===== src/rtl/irq_dispatch_pkg.sv =====
package irq_dispatch_pkg;

   typedef enum logic [1:0] {
      CMD_MASK   = 2'd0,
      CMD_TRIG   = 2'd1,
      CMD_CLEAR  = 2'd2,
      CMD_VECTOR = 2'd3
   } cmd_op_e;

endpackage


===== src/rtl/irq_lowest_pick.sv =====
module irq_lowest_pick #(
   parameter int W  = 64,
   parameter int IW = $clog2(W)
) (
   input  logic [W-1:0]  cand,
   output logic          found,
   output logic [IW-1:0] idx
);

   always_comb begin
      found = |cand;
      idx   = '0;
      for (int i = W - 1; i >= 0; i--) begin
         if (cand[i]) idx = IW'(i);
      end
   end

   always_comb begin
      if (found) assert (cand[idx]);
   end

endmodule


===== src/rtl/irq_vec_table.sv =====
module irq_vec_table #(
   parameter int NUM_SRC = 64,
   parameter int VEC_W   = 8,
   parameter int SRC_IW  = $clog2(NUM_SRC)
) (
   input  logic              clk,
   input  logic              rst_n,
   input  logic              we,
   input  logic [SRC_IW-1:0] widx,
   input  logic [VEC_W-1:0]  wdata,
   input  logic [SRC_IW-1:0] ridx_a,
   output logic [VEC_W-1:0]  rdata_a,
   input  logic [SRC_IW-1:0] ridx_b,
   output logic [VEC_W-1:0]  rdata_b
);

   logic [VEC_W-1:0] tbl [NUM_SRC];

   for (genvar g = 0; g < NUM_SRC; g++) begin : g_entry
      always_ff @(posedge clk or negedge rst_n) begin
         if (!rst_n)
            tbl[g] <= '0;
         else if (we && widx == SRC_IW'(g))
            tbl[g] <= wdata;
      end
   end

   assign rdata_a = tbl[ridx_a];
   assign rdata_b = tbl[ridx_b];

endmodule


===== src/rtl/irq_dispatch_core.sv =====
module irq_dispatch_core
   import irq_dispatch_pkg::*;
#(
   parameter int NUM_SRC    = 64,
   parameter int NUM_PARENT = 64,
   parameter int VEC_W      = 8,
   localparam int SRC_IW    = $clog2(NUM_SRC),
   localparam int PW        = $clog2(NUM_PARENT)
) (
   input  logic                  clk,
   input  logic                  rst_n,
   input  logic                  evt_valid,
   input  logic [SRC_IW-1:0]     evt_src,
   input  logic                  evt_level,
   input  logic                  cmd_valid,
   input  logic [1:0]            cmd_op,
   input  logic [NUM_SRC-1:0]    cmd_wmask,
   input  logic [NUM_SRC-1:0]    cmd_data,
   input  logic [SRC_IW-1:0]     cmd_index,
   output logic [NUM_PARENT-1:0] parent_irq,
   output logic [NUM_SRC-1:0]    status
);

   localparam logic [VEC_W:0] PAR_LIM = (VEC_W + 1)'(NUM_PARENT);

   initial begin
      assert (NUM_SRC >= 2 && NUM_SRC <= 1024)
         else $fatal(1, "NUM_SRC out of range");
      assert (NUM_PARENT >= 2 && NUM_PARENT <= 2 ** VEC_W)
         else $fatal(1, "NUM_PARENT must fit the vector width");
      assert (VEC_W >= 1 && VEC_W <= NUM_SRC)
         else $fatal(1, "VEC_W must fit in cmd_data");
   end

   logic [NUM_SRC-1:0]    irr_q, isr_q, last_q, mask_q, trig_q;
   logic [NUM_SRC-1:0]    irr_n, isr_n, last_n, mask_n, trig_n, isr_f;
   logic [NUM_SRC-1:0]    rise_set, fall_set, ebit;
   logic [NUM_PARENT-1:0] par_q, par_n;
   logic                  clr_act;

   logic                  rise_found, fall_found;
   logic [SRC_IW-1:0]     rise_idx, fall_idx;
   logic [VEC_W-1:0]      rise_vec, fall_vec;
   logic                  rise_ok, fall_ok;

   // Vector table: one entry per source, written by the vector command
   irq_vec_table #(.NUM_SRC(NUM_SRC), .VEC_W(VEC_W), .SRC_IW(SRC_IW)) u_tbl (
      .clk     (clk),
      .rst_n   (rst_n),
      .we      (cmd_valid && cmd_op == CMD_VECTOR),
      .widx    (cmd_index),
      .wdata   (cmd_data[VEC_W-1:0]),
      .ridx_a  (rise_idx),
      .rdata_a (rise_vec),
      .ridx_b  (fall_idx),
      .rdata_b (fall_vec)
   );

   irq_lowest_pick #(.W(NUM_SRC), .IW(SRC_IW)) u_rise_pick (
      .cand (rise_set), .found (rise_found), .idx (rise_idx)
   );

   irq_lowest_pick #(.W(NUM_SRC), .IW(SRC_IW)) u_fall_pick (
      .cand (fall_set), .found (fall_found), .idx (fall_idx)
   );

   assign rise_ok = {1'b0, rise_vec} < PAR_LIM;
   assign fall_ok = {1'b0, fall_vec} < PAR_LIM;

   // State update and candidate sets; a command wins over an event
   always_comb begin
      irr_n    = irr_q;
      last_n   = last_q;
      mask_n   = mask_q;
      trig_n   = trig_q;
      rise_set = '0;
      fall_set = '0;
      clr_act  = 1'b0;
      ebit     = '0;
      ebit[evt_src] = 1'b1;
      if (cmd_valid) begin
         case (cmd_op)
            CMD_MASK: begin
               mask_n   = (mask_q & ~cmd_wmask) | (cmd_data & cmd_wmask);
               rise_set = mask_q & ~mask_n & irr_q;
               fall_set = ~mask_q & mask_n & isr_q & ~irr_q;
            end
            CMD_TRIG: trig_n = (trig_q & ~cmd_wmask) | (cmd_data & cmd_wmask);
            CMD_CLEAR: begin
               if (|(trig_q & cmd_data)) begin
                  clr_act  = 1'b1;
                  irr_n    = irr_q & ~cmd_data;
                  fall_set = cmd_data & isr_q & ~irr_n;
               end
            end
            default: ;
         endcase
      end else if (evt_valid) begin
         if (trig_q[evt_src]) begin
            if (evt_level) begin
               if (!last_q[evt_src]) irr_n[evt_src] = 1'b1;
               last_n[evt_src] = 1'b1;
            end else begin
               last_n[evt_src] = 1'b0;
            end
         end else begin
            irr_n[evt_src]  = evt_level;
            last_n[evt_src] = evt_level;
         end
         if (evt_level) rise_set = ebit & irr_n & ~mask_q;
         else           fall_set = ebit & isr_q & ~irr_n;
      end
   end

   // In-service and parent line update: raise first, then lower
   always_comb begin
      isr_n = isr_q;
      par_n = par_q;
      if (rise_found) begin
         isr_n[rise_idx] = 1'b1;
         if (rise_ok) par_n[rise_vec[PW-1:0]] = 1'b1;
      end
      if (fall_found) begin
         isr_n[fall_idx] = 1'b0;
         if (fall_ok) par_n[fall_vec[PW-1:0]] = 1'b0;
      end
      isr_f = clr_act ? (isr_n & ~cmd_data) : isr_n;
   end

   always_ff @(posedge clk or negedge rst_n) begin
      if (!rst_n) begin
         irr_q  <= '0;
         isr_q  <= '0;
         last_q <= '0;
         mask_q <= '1;
         trig_q <= '0;
         par_q  <= '0;
      end else begin
         irr_q  <= irr_n;
         isr_q  <= isr_f;
         last_q <= last_n;
         mask_q <= mask_n;
         trig_q <= trig_n;
         par_q  <= par_n;
      end
   end

   assign parent_irq = par_q;
   assign status     = isr_q & ~mask_q;

   // edge rise from a low recorded level leaves the source pending
   p_edge_rise_pends_r2: assert property (@(posedge clk) disable iff (!rst_n)
      evt_valid && !cmd_valid && trig_q[evt_src] && evt_level && !last_q[evt_src]
      |=> irr_q[$past(evt_src)]);

   // edge fall leaves pending untouched
   p_edge_fall_keeps_r2: assert property (@(posedge clk) disable iff (!rst_n)
      evt_valid && !cmd_valid && trig_q[evt_src] && !evt_level
      |=> $stable(irr_q));

   // level-mode pending follows the event level
   p_level_follow_r3: assert property (@(posedge clk) disable iff (!rst_n)
      evt_valid && !cmd_valid && !trig_q[evt_src]
      |=> irr_q[$past(evt_src)] == $past(evt_level));

   // the mask changes only through a mask command
   p_mask_only_cmd_r6: assert property (@(posedge clk) disable iff (!rst_n)
      !(cmd_valid && cmd_op == CMD_MASK) |=> $stable(mask_q));

   // a clear with no edge-mode bit changes nothing
   p_clear_noop_r8: assert property (@(posedge clk) disable iff (!rst_n)
      cmd_valid && cmd_op == CMD_CLEAR && !(|(cmd_data & trig_q))
      |=> $stable(irr_q) && $stable(isr_q) && $stable(par_q));

   // an event that collides with a command leaves no trace
   p_evt_dropped_r11: assert property (@(posedge clk) disable iff (!rst_n)
      cmd_valid |=> $stable(last_q));

   // parent lines move only in response to an event or command
   p_par_needs_cause_r4: assert property (@(posedge clk) disable iff (!rst_n)
      !evt_valid && !cmd_valid |=> $stable(par_q));

endmodule


===== config.mk =====
export PLATFORM = sky130hd
export DESIGN_NAME = irq_dispatch_core
export DESIGN_NICKNAME = d
export VERILOG_FILES = /design/src/rtl/irq_dispatch_pkg.sv /design/src/rtl/irq_lowest_pick.sv /design/src/rtl/irq_vec_table.sv /design/src/rtl/irq_dispatch_core.sv
export SDC_FILE = /design/constraint.sdc
export NUM_CORES = 2
export LEC_CHECK = 0
export BUFFER_PORTS_ARGS = -buffer_cell sky130_fd_sc_hd__buf_2
export CORE_MARGIN = 3
export CORE_UTILIZATION = 30
export CTS_BUF_LIST = sky130_fd_sc_hd__clkbuf_8
export DETAILED_ROUTE_END_ITERATION = 8
export GPL_TIMING_DRIVEN = 0
export SYNTH_ARGS = -nofsm -noshare
export SYNTH_HDL_FRONTEND = slang
export SYNTH_SLANG_ARGS = --single-unit

===== constraint.sdc =====
create_clock -name clk -period 9.3 [get_ports clk]
set_clock_uncertainty 0.15 [all_clocks]
set_input_delay 0.93 -clock clk [delete_from_list [all_inputs] [get_ports clk]]
set_output_delay 0.93 -clock clk [all_outputs]
set_load 0.02 [all_outputs]

=== Word-level counts from Yosys, hierarchy flattened ===
Index checks and enable logic that the tools add are counted.

* Word-level logic and storage cells: 452
* Output and inout port bits: 128
* Bits in registers: 896

* Magnitude comparators: 14
* Equality and inequality tests: 68
* Reductions and logical operators: 80
* Bitwise operators: 40
* Multiplexer cells: 180

{| class="wikitable"
|+ Operator list
! cell !! number
|-
| two-way mux 64 bit || 26
|-
| bitwise AND 64 bit || 21
|-
| two-way mux 6 bit || 128
|-
| inverter 64 bit || 10
|-
| bitwise OR 64 bit || 6
|-
| equality test 6 bit, second input constant || 32
|-
| OR reduction 64 bit || 3
|-
| bitwise mux 64 bit || 2
|-
| one-hot mux 64 bit (2 select lines) || 1
|-
| binary-select mux 8 bit (select 6 bit) || 2
|-
| equality test 6 x 5 -> 1 bit, second input constant || 16
|-
| logical AND 1 bit || 70
|-
| equality test 6 x 4 -> 1 bit, second input constant || 8
|-
| < comparator 6 x 7 -> 1 bit, second input constant || 5
|-
| two-way mux 8 bit || 4
|-
| demux 1 bit (select 6 bit) || 5
|-
| greater-or-equal comparator 6 x 1 -> 1 bit, second input constant || 5
|-
| equality test 6 x 3 -> 1 bit, second input constant || 4
|-
| < comparator 8 x 7 -> 1 bit, second input constant || 2
|-
| greater-or-equal comparator 7 bit, second input constant || 2
|-
| inverter 6 -> 7 bit || 2
|-
| binary-select mux 1 bit (select 6 bit) || 2
|-
| equality test 6 x 2 -> 1 bit, second input constant || 2
|-
| two-way mux 1 bit || 10
|-
| other kinds (10) || 14
|}

=== Depth between registers and ports, before layout ===
* Word-level depth: 93
* Gate-level depth with buffers: 33
* Mapped depth without buffers: 19

=== By module ===
A second synthesis with hierarchy kept.

* Cell total of the unflattened synthesis: 4,712
* Area, all modules: 52,689.3 um^2

{| class="wikitable"
|+ By module, submodules not included
! module !! instances !! area each (um^2) !! cells each !! sequential area each (um^2)
|-
| irq_vec_table || 1 || 27,956.8 || 1,854 || 12,812.3
|-
| irq_dispatch_core || 1 || 22,958.3 || 2,568 || 9,689.3
|-
| irq_lowest_pick || 2 || 887.1 || 145 || 0.0
|}

=== Worst setup path before layout ===
OpenSTA, ideal clock, no wires.

* Path type: input to register
* Start point: input port evt_src[1]
* End point: register par_q[30] (netlist: parent_irq[30])
* Path slack: 2.511 ns
* Arrival time: 6.498 ns
* Stages on the path: 28
* Library setup time: 0.141 ns
* Cells stage by stage: buf_4 -> buf_6 -> buf_4 -> and3b_1 -> o21ai_1 -> a21oi_1 -> a2111oi_2 -> buf_2 -> and3_4 -> buf_6 -> a221oi_1 -> o41a_1 -> a2111oi_1 -> nand2_1 -> o211ai_1 -> o31a_1 -> buf_2 -> buf_6 -> buf_2 -> mux2i_1 -> o221ai_1 -> o31ai_1 -> a21oi_1 -> or4_1 -> a21boi_1 -> clkbuf_1 -> a31oi_1 -> a21oi_1

* Longest elaborated chain between the ends: 93
* Elaborated cells on any way between the ends: 184

{| class="wikitable"
|+ Ends and longest elaborated chain
! item !! line !! RTL
|-
| from (decl) || irq_dispatch_core.sv:13 || <nowiki>input logic [SRC_IW-1:0] evt_src,</nowiki>
|-
| < comparator 6 x 7 -> 1 bit (implied by the code) or greater-or-equal comparator 6 x 1 -> 1 bit (tied branches) || irq_dispatch_core.sv:80, irq_dispatch_core.sv:101, irq_dispatch_core.sv:107 ||
|-
| logical AND 1 bit (implied by the code) || irq_dispatch_core.sv:80, irq_dispatch_core.sv:101, irq_dispatch_core.sv:107 ||
|-
| two-way mux 1 bit (implied by the code) || irq_dispatch_core.sv:80, irq_dispatch_core.sv:101, irq_dispatch_core.sv:107 ||
|-
| demux 1 bit (select 6 bit) || irq_dispatch_core.sv:80, irq_dispatch_core.sv:101, irq_dispatch_core.sv:107 ||
|-
| bitwise OR 64 bit (no line) || n/a ||
|-
| two-way mux 64 bit || irq_dispatch_core.sv:101 || <nowiki>if (!last_q[evt_src]) irr_n[evt_src] = 1'b1;</nowiki>
|-
| two-way mux 64 bit || irq_dispatch_core.sv:100 || <nowiki>if (evt_level) begin</nowiki>
|-
| two-way mux 64 bit || irq_dispatch_core.sv:99 || <nowiki>if (trig_q[evt_src]) begin</nowiki>
|-
| [... 78 more ...] || n/a ||
|-
| demux 1 bit (select 6 bit) || irq_dispatch_core.sv:121 || <nowiki>if (rise_ok) par_n[rise_vec[PW-1:0]] = 1'b1;</nowiki>
|-
| bitwise OR 64 bit (no line) || n/a ||
|-
| two-way mux 64 bit || irq_dispatch_core.sv:121 ||
|-
| two-way mux 64 bit || irq_dispatch_core.sv:119 || <nowiki>if (rise_found) begin</nowiki>
|-
| bitwise AND 64 bit (no line) || n/a ||
|-
| two-way mux 64 bit || irq_dispatch_core.sv:125 || <nowiki>if (fall_ok) par_n[fall_vec[PW-1:0]] = 1'b0;</nowiki>
|-
| two-way mux 64 bit (*) || irq_dispatch_core.sv:123 || <nowiki>if (fall_found) begin</nowiki>
|-
| named net par_n[30] || irq_dispatch_core.sv:38 || <nowiki>logic [NUM_PARENT-1:0] par_q, par_n;</nowiki>
|-
| to (signal assigned) || irq_dispatch_core.sv:144 || <nowiki>par_q <= par_n;</nowiki>
|-
| to (decl) || irq_dispatch_core.sv:38 ||
|}

Mark *: on every way through the listed nets, which the timed path passes. The rest lies on a longest branch. The select of a mux whose other input is x is not followed.
A chain may end at the register's enable or synchronous reset.

=== Worst setup path in the final report ===
* Start point: input port evt_src[2]
* End point: register par_q[54] (netlist: parent_irq[54])

The elaborated chain is that of the path after synthesis.

==> results.json <==
{
  "synthSimpleGateAreaFrac": 0.170,
  "grt_max_degree": 109,
  "detail_route.first_pass.iterations": 8,
  "num_rows": 154,
  "core-area_sq_mm": 0.177,
  "p_leak_uw": 0.0277,
  "cp.required_ns": 10.04,
  "reg2reg_to": "parent_irq[54]$_DFF_PN0_",
  "yosysWarnings": 0,
  "fill_cells": 18300,
  "initial_utilization": 0.304,
  "fmax_ghz": 0.103,
  "synth_area_sq_mm": 0.0539,
  "portBuffers": 259,
  "synth_compound_area_frac": 0.220,
  "synthAdderAreaFrac": 0,
  "tritoncts": "done",
  "finalNetCount": 6180,
  "dp_hpwl_um": 328000,
  "wirelength_um": 433000,
  "via_per_inst": 7.06,
  "ir_worst_vdd_mv": 0.140,
  "ys_seq_area_frac": 0.417,
  "violations": "max-capacitance violations, max-slew violations, negative setup slack",
  "clock_sinks": 896,
  "dieArea_sq_mm": 0.185,
  "cp_max_fo": 10,
  "clock-root-buffer": "clkbuf_8",
  "hp-start": "cmd_wmask[62]",
  "finalHoldViolCount": 0,
  "worst_hold_path_type": "input port to flip-flop",
  "yosysTopAreaCell": "dfrtp_1",
  "clk_pin_slew_ns": 0.06,
  "cts_htree_levels": 4,
  "synth.top_cell.area_share": 0.386,
  "layout_min_cycle_time_ns": 9.74,
  "whs_ns": 0.0784,
  "fin_crit_sh": 1.05,
  "outcome": "complete, but fails checks",
  "layout_commonest_cell": "dfrtp_1",
  "numCtsBuffers": 176,
  "grt_pass1_vias": 56800,
  "drtIter0Drc": 9048,
  "cp-end-kind": "flip-flop",
  "gp_congestion": 1.08,
  "slew_violations": 69,
  "die_y_um": 430,
  "synth_nets": 5648,
  "grt_pass1_wl_um": 560000,
  "synth-main-ff-cell": "dfrtp_1",
  "netlist_instances": 5501,
  "rr_worst_depth": 24,
  "clockBufferDepth": 3,
  "final_layout_size_suffix_gt1_frac": 0.307,
  "worstMarginPinSlew_ns": 1.63,
  "die_w_um": 430,
  "worstPathArrival_ns": 10.48,
  "grt_usage": 0.453,
  "final_cell_mix": "832 x dfrtp_1, 636 x mux2_2, 541 x nand2_1",
  "ys_seq_elements": 896,
  "synthArstFlopShare": 1.00,
  "worst-setup-path-type": "input port to flip-flop",
  "rrSetupSlack_ns": -0.22,
  "fin_ws_ns": -0.443,
  "power_density_mw_per_mm2": 177,
  "finalSetupViolCount": 64,
  "maxCapViolCount": 7,
  "synthMuxAreaShare": 0.151,
  "power_uw": 11400,
  "final_antenna_net_count": 0,
  "synth.top_cells.by_area": "dfrtp_1 39%, mux2_2 13%, nand2_1 3.8%, dfstp_2 3.1%, a21oi_1 2.7%",
  "clkLatencyLatePin_ns": 1.04,
  "syn2layout_area_growth_pct": 20.2,
  "start_kind": "input port",
  "relSlewSlack": -0.0895,
  "synth_edf_count": 0,
  "synth.avg_cell_area_sq_um": 9.80,
  "vias": 60400,
  "ys_types": 117,
  "io_pins": 275,
  "grt_overflow": 0,
  "synth_top_family_by_area": "compound AO/OA/AOI/OAI gates",
  "synthXorXnorAreaFrac": 0,
  "worstHoldPathCells": 3,
  "antenna_found_initial": 60,
  "wl_per_cell_um": 50.6,
  "drc": 0
}
logic make-up after synthesis:
kind of cell | after synthesis
AO/OA/AOI/OAI | 1618
buffers and inverters | 504
flip-flops | 896
multiplexers | 729
AND/OR/NAND/NOR | 1754
where the power goes:
part,internal [uW],switching [uW]
Sequential,4260,420
Clock,2300,2110
Combinational,653,1700
cell usage after synthesis (29+ instances only):
master / count
a22o_1: 43
a32o_1: 32
o32ai_1: 38
and2_1: 33
nand2_1: 545
mux2_2: 636
or3_1: 38
o221ai_1: 43
o21ai_0: 200
dfstp_2: 64
o31ai_1: 30
a211oi_1: 48
nor2b_1: 74
inv_1: 104
a32oi_1: 40
a221oi_1: 114
or2_2: 34
nor2_1: 317
a21oi_1: 291
nor3_1: 212
and3_1: 29
nor4_1: 30
clkbuf_1: 216
nand2b_1: 33
dfrtp_1: 832
a2bb2oi_1: 53
or4b_2: 36
a41oi_1: 32
a31oi_1: 82
nand4_1: 67
o22ai_1: 84
a22oi_1: 55
nand3_1: 116
o211ai_1: 60
buf_2: 118
mux2i_1: 89
metal layers:
| metal | GRT usage | vias to the layer above | share of wire |
|---|---|---|---|
| li1 | - | 22400 | - |
| met1 | 0.508 | 30500 | 0.35 |
| met2 | 0.659 | 5380 | 0.41 |
| met3 | 0.147 | 2131 | 0.11 |
| met4 | 0.466 | 16 | 0.13 |
| met5 | 0.00781 | - | 0.00049 |
cell type report:
type                    instances  area [sq um]  share of cell area
multi-input cells            4101         30300               0.467
flip-flops and latches        896         22500               0.347
clock buffers                 226          3110              0.0480
well taps                    2340          2930              0.0452
repair buffers                362          2700              0.0417
plain buffers                 391          2180              0.0336
clock inverters                94           604             0.00932
inverters                     105           394             0.00608
diodes                         40           100             0.00154
stage by stage:
| step | setup TNS (ns) | area (sq um) | worst slack [ns] | cells | util |
|---|---|---|---|---|---|
| final | -22.45 | 64800 | -0.443 | 8555 | 0.365 |
| after floorplan | 0 | 53900 | 2.51 | 5501 | - |
| after global routing | -0.00425 | 64700 | -0.00415 | 8524 | 0.365 |
| after CTS | 0 | 64400 | 0.000989 | 8508 | 0.363 |
| after global placement | - | 58100 | -13.93 | 8100 | 0.328 |
| after detailed placement | -478.48 | 59300 | -5.20 | 8154 | 0.334 |
how the worst max path moves through the flow:
stage | from | endpoint | cells past startpoint
6_report | evt_src[2] | parent_irq[54]$_DFF_PN0_ | 26
5_1_grt | evt_src[2] | parent_irq[45]$_DFF_PN0_ | 28
4_1_cts | evt_src[2] | parent_irq[41]$_DFF_PN0_ | 27
3_5_place_dp | cmd_data[2] | parent_irq[56]$_DFF_PN0_ | 24
3_3_place_gp | rst_n | parent_irq[35]$_DFF_PN0_ | 1
2_1_floorplan | evt_src[1] | parent_irq[30]$_DFF_PN0_ | 28
critical path, stage by stage:
cell       delay, ns
buf_2           0.24
buf_2           0.33
nand3_2         0.48
o22ai_1         0.56
o31a_1          0.25
nor4b_4         0.06
buf_4           0.19
a31oi_4         0.66
a21o_1          0.27
buf_6           0.31
clkbuf_4        0.37
buf_2           0.38
o21ai_0         0.33
a211o_1         0.39
a221oi_1        0.56
o221ai_1        0.43
or2_2           0.62
nor2_4          0.41
buf_4           0.43
a211oi_1        0.20
o221ai_2        0.45
or4b_1          0.36
buf_2           0.35
nand4_1         0.30
nor3_1          0.31
a2bb2oi_1       0.17
timing repair:
item,4_1_cts,5_1_grt
buffers inserted,40,7
resized for setup,251,61
setup endpoints to repair,124,64
hold buffers,1,0
hold endpoints to repair,34,0
pin swaps,30,7
No activity file was read; power rests on OpenSTA's default activity.
